==> src/rtl/qdac_pkg.sv <==
package qdac_pkg;
  localparam int OP_W  = 4;
  localparam int SEL_W = 4;

  typedef enum logic [OP_W-1:0] {
    OP_STAGE      = 4'b0000,
    OP_COMMIT     = 4'b0001,
    OP_STAGE_ALL  = 4'b0010,
    OP_STAGE_LIVE = 4'b0011,
    OP_SLEEP      = 4'b0100,
    OP_IDLE       = 4'b1111
  } op_e;

  localparam logic [SEL_W-1:0] SEL_EVERY = 4'b1111;
endpackage

==> src/rtl/qdac_shift_in.sv <==
module qdac_shift_in #(
  parameter int FRAME_W = 32
) (
  input  logic               clk,
  input  logic               rst,
  input  logic               capture_en,
  input  logic               sck_rise,
  input  logic               sck_fall,
  input  logic               sdi,
  output logic [FRAME_W-1:0] shreg,
  output logic               sdo
);
  always_ff @(posedge clk) begin
    if (rst) begin
      shreg <= '0;
    end else if (capture_en && sck_rise) begin
      shreg <= {shreg[FRAME_W-2:0], sdi};
    end
  end

  always_ff @(posedge clk) begin
    if (rst) begin
      sdo <= 1'b0;
    end else if (capture_en && sck_fall) begin
      sdo <= shreg[FRAME_W-1];
    end
  end
endmodule

==> src/rtl/qdac_decode.sv <==
module qdac_decode
  import qdac_pkg::*;
#(
  parameter int NUM_CH = 4,
  parameter int CODE_W = 16,
  parameter int WORD_W = OP_W + SEL_W + CODE_W
) (
  input  logic [WORD_W-1:0] word,
  input  logic              load,
  output logic [NUM_CH-1:0] stage_en,
  output logic [NUM_CH-1:0] commit_en,
  output logic [NUM_CH-1:0] sleep_en,
  output logic [CODE_W-1:0] code
);
  logic [OP_W-1:0]   op;
  logic [SEL_W-1:0]  sel;
  logic [NUM_CH-1:0] hit;
  logic              sel_ok;

  assign op   = word[WORD_W-1 -: OP_W];
  assign sel  = word[WORD_W-OP_W-1 -: SEL_W];
  assign code = word[CODE_W-1:0];

  genvar g;
  generate
    for (g = 0; g < NUM_CH; g++) begin : g_hit
      assign hit[g] = (sel == SEL_EVERY) || (int'(sel) == g);
    end
  endgenerate

  assign sel_ok = (sel == SEL_EVERY) || (int'(sel) < NUM_CH);

  always_comb begin
    stage_en  = '0;
    commit_en = '0;
    sleep_en  = '0;
    if (load && sel_ok) begin
      unique case (op)
        OP_STAGE:      stage_en = hit;
        OP_COMMIT:     commit_en = hit;
        OP_STAGE_ALL: begin
          stage_en  = hit;
          commit_en = '1;
        end
        OP_STAGE_LIVE: begin
          stage_en  = hit;
          commit_en = hit;
        end
        OP_SLEEP:      sleep_en = hit;
        default: ;
      endcase
    end
  end
endmodule

==> src/rtl/qdac_chan_bank.sv <==
module qdac_chan_bank #(
  parameter int NUM_CH = 4,
  parameter int CODE_W = 16
) (
  input  logic                     clk,
  input  logic                     rst,
  input  logic [NUM_CH-1:0]        stage_en,
  input  logic [NUM_CH-1:0]        commit_en,
  input  logic [NUM_CH-1:0]        sleep_en,
  input  logic [CODE_W-1:0]        code,
  output logic [NUM_CH*CODE_W-1:0] live_flat,
  output logic [NUM_CH-1:0]        asleep
);
  genvar g;
  generate
    for (g = 0; g < NUM_CH; g++) begin : g_ch
      logic [CODE_W-1:0] staged;
      logic [CODE_W-1:0] live;

      always_ff @(posedge clk) begin
        if (rst) begin
          staged <= '0;
          live   <= '0;
          asleep[g] <= 1'b0;
        end else begin
          if (stage_en[g]) staged <= code;
          if (commit_en[g]) begin
            // a same-edge write is forwarded to the live register
            live      <= stage_en[g] ? code : staged;
            asleep[g] <= 1'b0;
          end else if (sleep_en[g]) begin
            asleep[g] <= 1'b1;
          end
        end
      end

      assign live_flat[g*CODE_W +: CODE_W] = live;
    end
  endgenerate
endmodule

==> src/rtl/qdac_serial_frontend.sv <==
module qdac_serial_frontend
  import qdac_pkg::*;
#(
  parameter int NUM_CH  = 4,
  parameter int CODE_W  = 16,
  parameter int FRAME_W = 32
) (
  input  logic                     clk,
  input  logic                     rst,
  input  logic                     cs_n,
  input  logic                     sck,
  input  logic                     sdi,
  output logic                     sdo,
  output logic [NUM_CH*CODE_W-1:0] dac_code,
  output logic [NUM_CH-1:0]        pwr_dn
);
  localparam int WORD_W = OP_W + SEL_W + CODE_W;

  logic               sck_q;
  logic               cs_q;
  logic               sck_rise;
  logic               sck_fall;
  logic               load_stb;
  logic [FRAME_W-1:0] shreg;
  logic [NUM_CH-1:0]  stage_en;
  logic [NUM_CH-1:0]  commit_en;
  logic [NUM_CH-1:0]  sleep_en;
  logic [CODE_W-1:0]  code;

  always_ff @(posedge clk) begin
    if (rst) begin
      sck_q <= 1'b0;
      cs_q  <= 1'b1;
    end else begin
      sck_q <= sck;
      cs_q  <= cs_n;
    end
  end

  assign sck_rise = sck & ~sck_q;
  assign sck_fall = ~sck & sck_q;
  assign load_stb = cs_n & ~cs_q;

  qdac_shift_in #(.FRAME_W(FRAME_W)) shift_i (
    .clk        (clk),
    .rst        (rst),
    .capture_en (~cs_n),
    .sck_rise   (sck_rise),
    .sck_fall   (sck_fall),
    .sdi        (sdi),
    .shreg      (shreg),
    .sdo        (sdo)
  );

  qdac_decode #(.NUM_CH(NUM_CH), .CODE_W(CODE_W), .WORD_W(WORD_W)) decode_i (
    .word      (shreg[WORD_W-1:0]),
    .load      (load_stb),
    .stage_en  (stage_en),
    .commit_en (commit_en),
    .sleep_en  (sleep_en),
    .code      (code)
  );

  qdac_chan_bank #(.NUM_CH(NUM_CH), .CODE_W(CODE_W)) bank_i (
    .clk       (clk),
    .rst       (rst),
    .stage_en  (stage_en),
    .commit_en (commit_en),
    .sleep_en  (sleep_en),
    .code      (code),
    .live_flat (dac_code),
    .asleep    (pwr_dn)
  );
endmodule

==> config.mk <==
export PLATFORM = sky130hd
export DESIGN_NAME = qdac_serial_frontend
export DESIGN_NICKNAME = d
export VERILOG_FILES = /design/src/rtl/qdac_pkg.sv /design/src/rtl/qdac_shift_in.sv /design/src/rtl/qdac_decode.sv /design/src/rtl/qdac_chan_bank.sv /design/src/rtl/qdac_serial_frontend.sv
export SDC_FILE = /design/constraint.sdc
export NUM_CORES = 1
export LEC_CHECK = 0
export BUFFER_PORTS_ARGS = -buffer_cell sky130_fd_sc_hd__buf_2
export CELL_PAD_IN_SITES_DETAIL_PLACEMENT = 1
export CELL_PAD_IN_SITES_GLOBAL_PLACEMENT = 2
export CORE_MARGIN = 4
export CORE_UTILIZATION = 30
export CTS_CLUSTER_DIAMETER = 120
export DETAILED_ROUTE_END_ITERATION = 7
export GPL_TIMING_DRIVEN = 0
export PLACE_DENSITY_LB_ADDON = 0.3
export REMOVE_ABC_BUFFERS = 1
export SLEW_MARGIN = 20
export SYNTH_ARGS = -nofsm -noshare
export SYNTH_HDL_FRONTEND = slang
export SYNTH_SLANG_ARGS = --single-unit
==> constraint.sdc <==
create_clock -name clk -period 2.6 [get_ports clk]
set_input_delay 0.13 -clock clk [delete_from_list [all_inputs] [get_ports clk]]
set_output_delay 0.13 -clock clk [all_outputs]
set_load 0.01 [all_outputs]
==> out/qor_table.md, run 1 <==
| Step | Parameter | Value |
| --- | --- | --- |
| critical path | Critical setup path kind | flop to flop |
| synth | Synthesized-area fraction occupied by and/or/nand/nor cells | 0.154 |
| layout | Finished Layout Cells | 940 |
| power | Overall power consumption | 5.41 mW |
| timing | Final Worst Setup Slack | 0.0155 ns |
| layout | Combined flip-flop and latch cell area | 3340 sq um |
| timing | Fmax | 387 MHz |
| clocking | Cell at the root of the clock tree | sky130_fd_sc_hd__clkbuf_16 |
| layout | Layout fillers | 2189 |
| layout | Final nets | 673 |
| die | Floorplan Core Area | 19000 sq um |
| synth | Post-synthesis area per instance | 9.62 sq um |
| synth | Synthesized-area fraction occupied by xor and xnor cells | 0 |
| synth | Biggest area contributors in the synthesized netlist | sky130_fd_sc_hd__dfxtp_1 57%, sky130_fd_sc_hd__mux2i_1 11%, sky130_fd_sc_hd__nor2_1 8.4% |
| layout | Antenna diodes | 0 |
| critical path | Startpoint type of the worst setup path | flop |
| global route | Aggregate global routing overflow | 0 |
| layout | Synthesis-to-layout area growth | 22.3% |
| run status | Status | complete, no violations |
| critical path | Arr. time, crit path | 2.90 ns |
| synth | Post-synthesis cell type with the largest combined area | sky130_fd_sc_hd__dfxtp_1 |
| die | Die Ht | 148 microns |
| clocking | Clock transition at path regs | 0.06 ns |
| timing | Period utilization | 0.994 |
| place | Global placement routability congestion | 0.707 |
| synth | Post-synthesis adder-cell area fraction | 0 |
| power | Power per standard cell area | 752 nW/um^2 |
| timing | Worst relative slew slack | 0.530 |
| layout | Area used by multi-input combinational logic | 2350 sq um |
| drt | Vias after detailed routing | 4474 |
| drt | Routed wire per std cell | 15.6 microns |
| power | VDD IR-drop max | 0.000431 V |
| global route | Maximum number of pins on one net before global-route repair | 88 |
| synth | YS warnings | 0 |
| global route | Total global-route track usage | 0.137 |
| place | Worst Setup Slack post-DPL | -0.133 ns |
| drt | Routed Antenna Nets | 0 |
| timing | Final critical path time including I/O delays and setup | 2.58 ns |
| global route | Via count of the first global-routing pass | 4513 |
| place | Number of placed instances, taps included | 905 |
| drt | Final routed DRC violation total | 0 |
| critical path | Critical Path Slowest Stage Cell | sky130_fd_sc_hd__a2111oi_4 |
| synth | Mux cell area share after synthesis | 0.111 |
| clocking | CTS HTree Levels | 4 |
| critical path | Req. time, crit path | 2.92 ns |
| timing | Setup clock skew after layout | 0.0129 ns |
| synth | Number of synthesized register bits | 167 |
| die | Num rows | 50 |
| min path | Min-delay worst type | primary input to flop |
| critical path | Crit-path max FO | 16 |
| die | Horizontal die dimension | 148 microns |
| drt | Mean number of vias per cell | 4.76 |
| drt | Count of routing violations after the opening detailed-route iteration | 223 |
| timing | Setup repair after global routing missed its margin | true |
| synth | Number of cells produced by synthesis | 612 |
| synth | Synthesized cell area | 5890 sq um |
| clocking | CTS buffer count | 17 |
| drt | Post-Route WL | 14700 microns |
| clocking | Clock latency of the later-clocked register in the worst-skew pair | 0.42 ns |
| clocking | Sinks on Clock Net | 167 |
| place | Quantity of I/O buffers inserted on ports | 73 |
| drt | Initial DRT Pass Iterations | 4 |
| timing | Max-slew violation total from the final report | 0 |
| job | Number of max-capacitance violations reported | 0 |
| clocking | Clock Tree Buf Depth | 2 |
| critical path | CP Cell Sequence | nand4_1 -> a2111oi_4 -> nand2_2 -> mux2i_1 -> a211oi_1 |
| synth | Count of cell types in the netlist | 29 |
| die | Initial standard-cell utilization of the core | 0.310 |
| synth | Share of the yosys chip area belonging to registers | 0.568 |
| global route | Number of antenna violations at the first check in global routing | 0 |
| critical path | Worst Setup End Kind | flop |
| place | Detailed placement HPWL | 9380 microns |
| timing | Setup TNS | 0 ns |
| timing | Worst-margin pin slew | 0.704 ns |
| die | Total Die Area | 21900 sq um |
| layout | Share of layout cells above drive strength 1 | 0.179 |
| timing | Final number of setup-violating endpoints | 0 |
| synth | Synthesized-area fraction occupied by ao, oa, aoi and oai cells | 0.131 |
| power | Static leakage power | 3.07 nW |
| layout | Layout Utilization | 0.379 |
| clocking | Count of cells resized by post-cts repair | 0 |
| global route | First-pass GRT wire length | 23800 microns |
| critical path | Crit-path max cell delay | 0.56 ns |
| timing | Endpoints failing hold | 0 |
| clocking | Clock tree from TritonCTS | yes |
| synth | Fraction of synthesized cell area taken by the top area cell type | 0.568 |
| synth | Largest family of logic cells by synthesized area | simple AND/OR/NAND/NOR gates |
| die | Boundary pin count | 74 |
==> sequential cells by signal (all words and copies together), names as in the netlist <==
name and flops:
bank_i.asleep 4, bank_i.g_ch.live 64, bank_i.g_ch.staged 64, cs_q 1, sck_q 1, shift_i.sdo 1
shift_i.shreg 32
==> report_power, final <==
part           switching (mW)  internal [mW]
registers             0.00196           2.56
logic                  0.0714         0.0213
clock network            1.03           1.73
==> Yosys cell counts (all sizes together) <==
cell type,count
nor3b,1
nand2,72
o21ai,2
mux2i,65
or2,4
inv,1
dfxtp,167
o31ai,1
a211o,2
nor2,131
and2,1
or3b,1
a211oi,64
buf,15
nor4b,2
a2111oi,1
o311a,1
and3,1
nand4,1
a21oi,41
nor2b,2
and4,1
nor3,5
clkbuf,30
==> path summary, 6_finish.rpt <==
path | slack, ns | end | startpoint | depth (start not counted)
max | 0.02 | bank_i.g_ch[0].live[14] | shift_i.shreg[17] | 5
min | 0.15 | bank_i.g_ch[3].staged[4] | rst | 2
max reg2reg | 0.02 | bank_i.g_ch[0].live[14] | shift_i.shreg[17] | 5
min reg2reg | 0.46 | shift_i.shreg[26] | shift_i.shreg[25] | 2
==> cell families (layout without fill, tap and decap cells) <==
kind of cell	count (synthesis)	after routing
AND/OR/NAND/NOR	222	222
multiplexers	65	65
buffers and inverters	46	114
flip-flops	167	167
AO/OA/AOI/OAI	112	112
==> through the flow <==
step,hold slack (ns),cell area (sq um)
2_1_floorplan,0.199,5670
3_3_place_gp,0.367,6360
3_5_place_dp,0.374,6520
4_1_cts,0.156,7200
5_1_grt,0.190,7200
6_report,0.145,7200
==> critical path: cells and delay by family (launching register included) <==
kind | cells | cell delay (ns)
AO/OA/AOI/OAI | 2 | 0.87
multiplexers | 1 | 0.27
flip-flops | 1 | 0.50
AND/OR/NAND/NOR | 2 | 0.84
==> timing repair <==
action                     4_1_cts  5_1_grt
setup endpoints to repair        9       80
setup buffers                    1        0
hold buffers                     3        0
hold endpoints to repair         3        0
pin swaps                        1        0
==> cell type report <==
type,instances,share of cell area
inverter,1,0.000521
clock buffer,20,0.0620
timing repair buffer,82,0.0742
sequential,167,0.464
tap,260,0.0452
clock inverter,11,0.0271
multi-input combinational,399,0.327
==> routing by layer <==
layer,wire length [microns],global-route usage
met5,0,0
met4,197,0.0430
met3,428,0.0314
met2,7160,0.233
met1,6870,0.173
==> layout by cell type (no fill, tap or decap), types with 3 or more instances in the layout <==
cell type,instances
sky130_fd_sc_hd__a211oi_1,64
sky130_fd_sc_hd__a21oi_4,3
sky130_fd_sc_hd__buf_16,4
sky130_fd_sc_hd__buf_2,72
sky130_fd_sc_hd__nand2_1,67
sky130_fd_sc_hd__nand2_2,5
sky130_fd_sc_hd__a21oi_1,38
sky130_fd_sc_hd__dfxtp_1,167
sky130_fd_sc_hd__nor3_1,4
sky130_fd_sc_hd__nor2_1,131
sky130_fd_sc_hd__or2_2,3
sky130_fd_sc_hd__mux2i_1,65
sky130_fd_sc_hd__clkinvlp_4,3
sky130_fd_sc_hd__dlygate4sd3_1,3
sky130_fd_sc_hd__clkbuf_16,17
sky130_fd_sc_hd__bufinv_16,5
(Power assumes the default switching activity.)
==> run 2, diff against run 1 <==
--- a/config.mk
+++ b/config.mk
@@ -6,8 +6,8 @@
 export NUM_CORES = 1
 export LEC_CHECK = 0
 export BUFFER_PORTS_ARGS = -buffer_cell sky130_fd_sc_hd__buf_2
-export CELL_PAD_IN_SITES_DETAIL_PLACEMENT = 1
-export CELL_PAD_IN_SITES_GLOBAL_PLACEMENT = 2
+export CELL_PAD_IN_SITES_DETAIL_PLACEMENT = 0
+export CELL_PAD_IN_SITES_GLOBAL_PLACEMENT = 1
 export CORE_MARGIN = 4
 export CORE_UTILIZATION = 30
 export CTS_CLUSTER_DIAMETER = 120
==> run 2 against run 1 <==
  * Maximum frequency shrank 3.4%
  * Hold slack gained 0.034 ns
  * The flow now finishes with violations (negative setup slack)
  * Cell count grew 0.21%
  * Largest power group unchanged
  * Sequential cell count is the same
  * Critical path depth is the same
  * Clock power grew 4%
  * Sequential share of layout area shrank 0.29 points
  * Utilization grew 0.24 points
==> out/qor_table.md, run 2 (synthesis results as in run 1) <==
| Step | Parameter | Value | Change |
| --- | --- | --- | --- |
| timing | Max-slew violation total from the final report | 0 | unchanged |
| critical path | CP Depth | 5 | unchanged |
| layout | Share of layout cells above drive strength 1 | 0.182 | +0.00241 |
| drt | Vias after detailed routing | 4265 | -4.7% |
| critical path | Category of cells accounting for the largest share of critical-path delay | simple AND/OR/NAND/NOR gates |  |
| min path | Min-delay worst type | primary input to flop |  |
| global route | Global-route met2 utilization | 0.198 | -0.0349 |
| power | Overall power consumption | 5.51 mW | +1.9% |
| place | Quantity of I/O buffers inserted on ports | 73 | unchanged |
| critical path | Critical Path Slowest Stage Cell | sky130_fd_sc_hd__a2111oi_4 |  |
| power | Power per standard cell area | 761 nW/um^2 | +1.3% |
| critical path | CP Cell Sequence | nand4_1 -> a2111oi_4 -> nand2_2 -> mux2i_1 -> a211oi_1 |  |
| global route | Via count of the first global-routing pass | 4119 | -8.7% |
| critical path | Worst flop-to-flop path endpoint | bank_i.g_ch[2].live[0] |  |
| timing | Final critical path time including I/O delays and setup | 2.68 ns | +0.0923 ns |
| critical path | Crit path capture | bank_i.g_ch[2].live[0] |  |
| drt | Initial DRT Pass Iterations | 5 | +1 |
| critical path | Number of cells on the worst reg-to-reg path | 5 | unchanged |
| job | Number of max-capacitance violations reported | 0 | unchanged |
| critical path | Critical setup path kind | flop to flop |  |
| critical path | Number of buffers and inverters on the critical path | 0 | unchanged |
| run status | Failing checks | negative setup slack |  |
| critical path | Startpoint type of the worst setup path | flop |  |
| layout | Top flop regs | bank_i.g_ch.live x64, bank_i.g_ch.staged x64, shift_i.shreg x32 |  |
| power | Static leakage power | 3.10 nW | +0.98% |
| clocking | Clock tree from TritonCTS | yes |  |
| layout | Final nets | 674 | +0.15% |
| global route | First-pass GRT wire length | 21600 microns | -9.2% |
| critical path | Slack of the worst reg-to-reg path | -0.08 ns | -0.09 ns |
| drt | Final routed DRC violation total | 0 | unchanged |
| place | Detailed placement HPWL | 8500 microns | -9.4% |
| clocking | Cell at the root of the clock tree | sky130_fd_sc_hd__clkbuf_16 |  |
| critical path | Worst Setup End Kind | flop |  |
| timing | Final Worst Setup Slack | -0.0768 ns | -0.0923 ns |
| timing | Worst relative slew slack | 0.515 | -0.0157 |
| timing | Setup repair after global routing missed its margin | true |  |
| drt | Count of routing violations after the opening detailed-route iteration | 175 | -22% |
| global route | Total global-route track usage | 0.126 | -0.0112 |
| layout | Synthesis-to-layout area growth | 23.1% |  |
| place | Global placement routability congestion | 0.683 | -3.5% |
| drt | Routed Antenna Nets | 0 | unchanged |
| timing | Setup clock skew after layout | 0.00983 ns | -0.00308 ns |
| layout | Antenna diodes | 0 | unchanged |
| die | Boundary pin count | 74 | unchanged |
| die | Total Die Area | 21900 sq um | unchanged |
| clocking | Clock latency of the later-clocked register in the worst-skew pair | 0.42 ns | about the same |
| timing | Period utilization | 1.03 | +0.0355 |
| die | Initial standard-cell utilization of the core | 0.310 | unchanged |
| global route | Maximum number of pins on one net before global-route repair | 93 | +5.7% |
| place | Instance area at placement | 6520 sq um | unchanged |
| critical path | CP startpoint | shift_i.shreg[17] |  |
| clocking | Sinks on Clock Net | 167 | unchanged |
| clocking | CTS HTree Levels | 4 | unchanged |
| timing | Worst-margin pin slew | 0.725 ns | +0.0210 ns |
| global route | GRT busiest layer | met2 |  |
| power | VDD IR-drop max | 0.000457 V | +6.1% |
| die | Horizontal die dimension | 148 microns | unchanged |
| global route | Aggregate global routing overflow | 0 | unchanged |
| global route | Met3 GRT Util | 0.0375 | +0.00609 |
| clocking | Clock Tree Buf Depth | 2 | unchanged |
| critical path | Crit-path max FO | 16 | unchanged |
| drt | Post-Route WL | 13400 microns | -8.5% |
| critical path | Crit-path max cell delay | 0.57 ns | about the same |
| timing | Fmax | 374 MHz | -3.4% |
| layout | Most common library cell in the layout ignoring fill and taps | sky130_fd_sc_hd__dfxtp_1 |  |
| drt | Mean number of vias per cell | 4.53 | -4.9% |
| timing | Final number of setup-violating endpoints | 3 | +3 |
| critical path | Req. time, crit path | 2.88 ns | -0.04 ns |
| clocking | CTS buffer count | 17 | unchanged |
| critical path | Crit Reg-Reg Startpoint | shift_i.shreg[17] |  |
| global route | Met1 usage | 0.165 | -0.00766 |
| run status | Status | complete, but fails checks |  |
| timing | Endpoints failing hold | 0 | unchanged |
| global route | Number of antenna violations at the first check in global routing | 0 | unchanged |
| critical path | Arr. time, crit path | 2.96 ns | +0.06 ns |
| drt | Routed wire per std cell | 14.2 microns | -8.7% |
| layout | Area of all placed cells without fillers | 7250 sq um | +0.63% |
| layout | Commonest non-fill, non-tap cells in the layout | 167 x sky130_fd_sc_hd__dfxtp_1, 131 x sky130_fd_sc_hd__nor2_1, 72 x sky130_fd_sc_hd__buf_2 |  |
| die | Die Ht | 148 microns | unchanged |
| clocking | Clock transition at path regs | 0.07 ns | about the same |
| die | Num rows | 50 | unchanged |
| place | Worst Setup Slack post-DPL | -0.0166 ns | +0.116 ns |
| die | Floorplan Core Area | 19000 sq um | unchanged |
[run 2: cell count changes in the layout (fill, tap and decap cells not counted)]
cell                         previous run  this run
sky130_fd_sc_hd__inv_6                  2         1
sky130_fd_sc_hd__clkinvlp_4             3         1
sky130_fd_sc_hd__clkinv_4               0         2
sky130_fd_sc_hd__buf_4                  1         2
sky130_fd_sc_hd__bufinv_16              5         6
sky130_fd_sc_hd__clkbuf_8               1         2
[run 2: area by class of cell]
class | count | area (sq um)
tap | 260 | 325
inverter | 1 | 3.75
clock buffer | 21 | 460
timing repair buffer | 83 | 542
clock inverter | 11 | 219
sequential | 167 | 3340
multi-input combinational | 399 | 2350
fill | 1926 | 11800
[run 2: power by group]
part / switching (mW) / internal [mW]
clock network: 1.00 / 1.86
registers: 0.00213 / 2.56
logic: 0.0716 / 0.0213
[run 2: what timing repair did]
action | in CTS | in global routing
resized for setup | 0 | 0
pin swaps | 0 | 1
setup endpoints to repair | 3 | 99
hold endpoints to repair | 3 | 0
setup buffers | 0 | 2
hold buffers | 3 | 0
[run 2: worst min-delay path by stage]
stage          from                  endpoint  slack, ns  cells after the start
2_1_floorplan   rst          shift_i.shreg[0]       0.20                      1
3_3_place_gp   cs_n                      cs_q       0.38                      2
3_5_place_dp   cs_n                      cs_q       0.38                      2
4_1_cts         rst  bank_i.g_ch[2].staged[3]       0.17                      2
5_1_grt         rst  bank_i.g_ch[1].staged[3]       0.20                      2
6_report        rst  bank_i.g_ch[2].staged[3]       0.18                      2
[run 2: layer usage]
metal,up-vias,share of wire
met5,-,0
met4,0,0.015
met3,16,0.040
met2,76,0.46
met1,1965,0.49
li1,2208,-
[run 2: per-stage QoR]
step | TNS (ns) | cells | hold slack (ns) | util
2_1_floorplan | 0 | 567 | 0.199 | -
3_3_place_gp | -17.81 | 900 | 0.382 | 0.335
3_5_place_dp | -0.0178 | 905 | 0.383 | 0.343
4_1_cts | -0.0756 | 940 | 0.166 | 0.380
5_1_grt | -5.19 | 942 | 0.200 | 0.381
6_report | -0.121 | 942 | 0.180 | 0.381
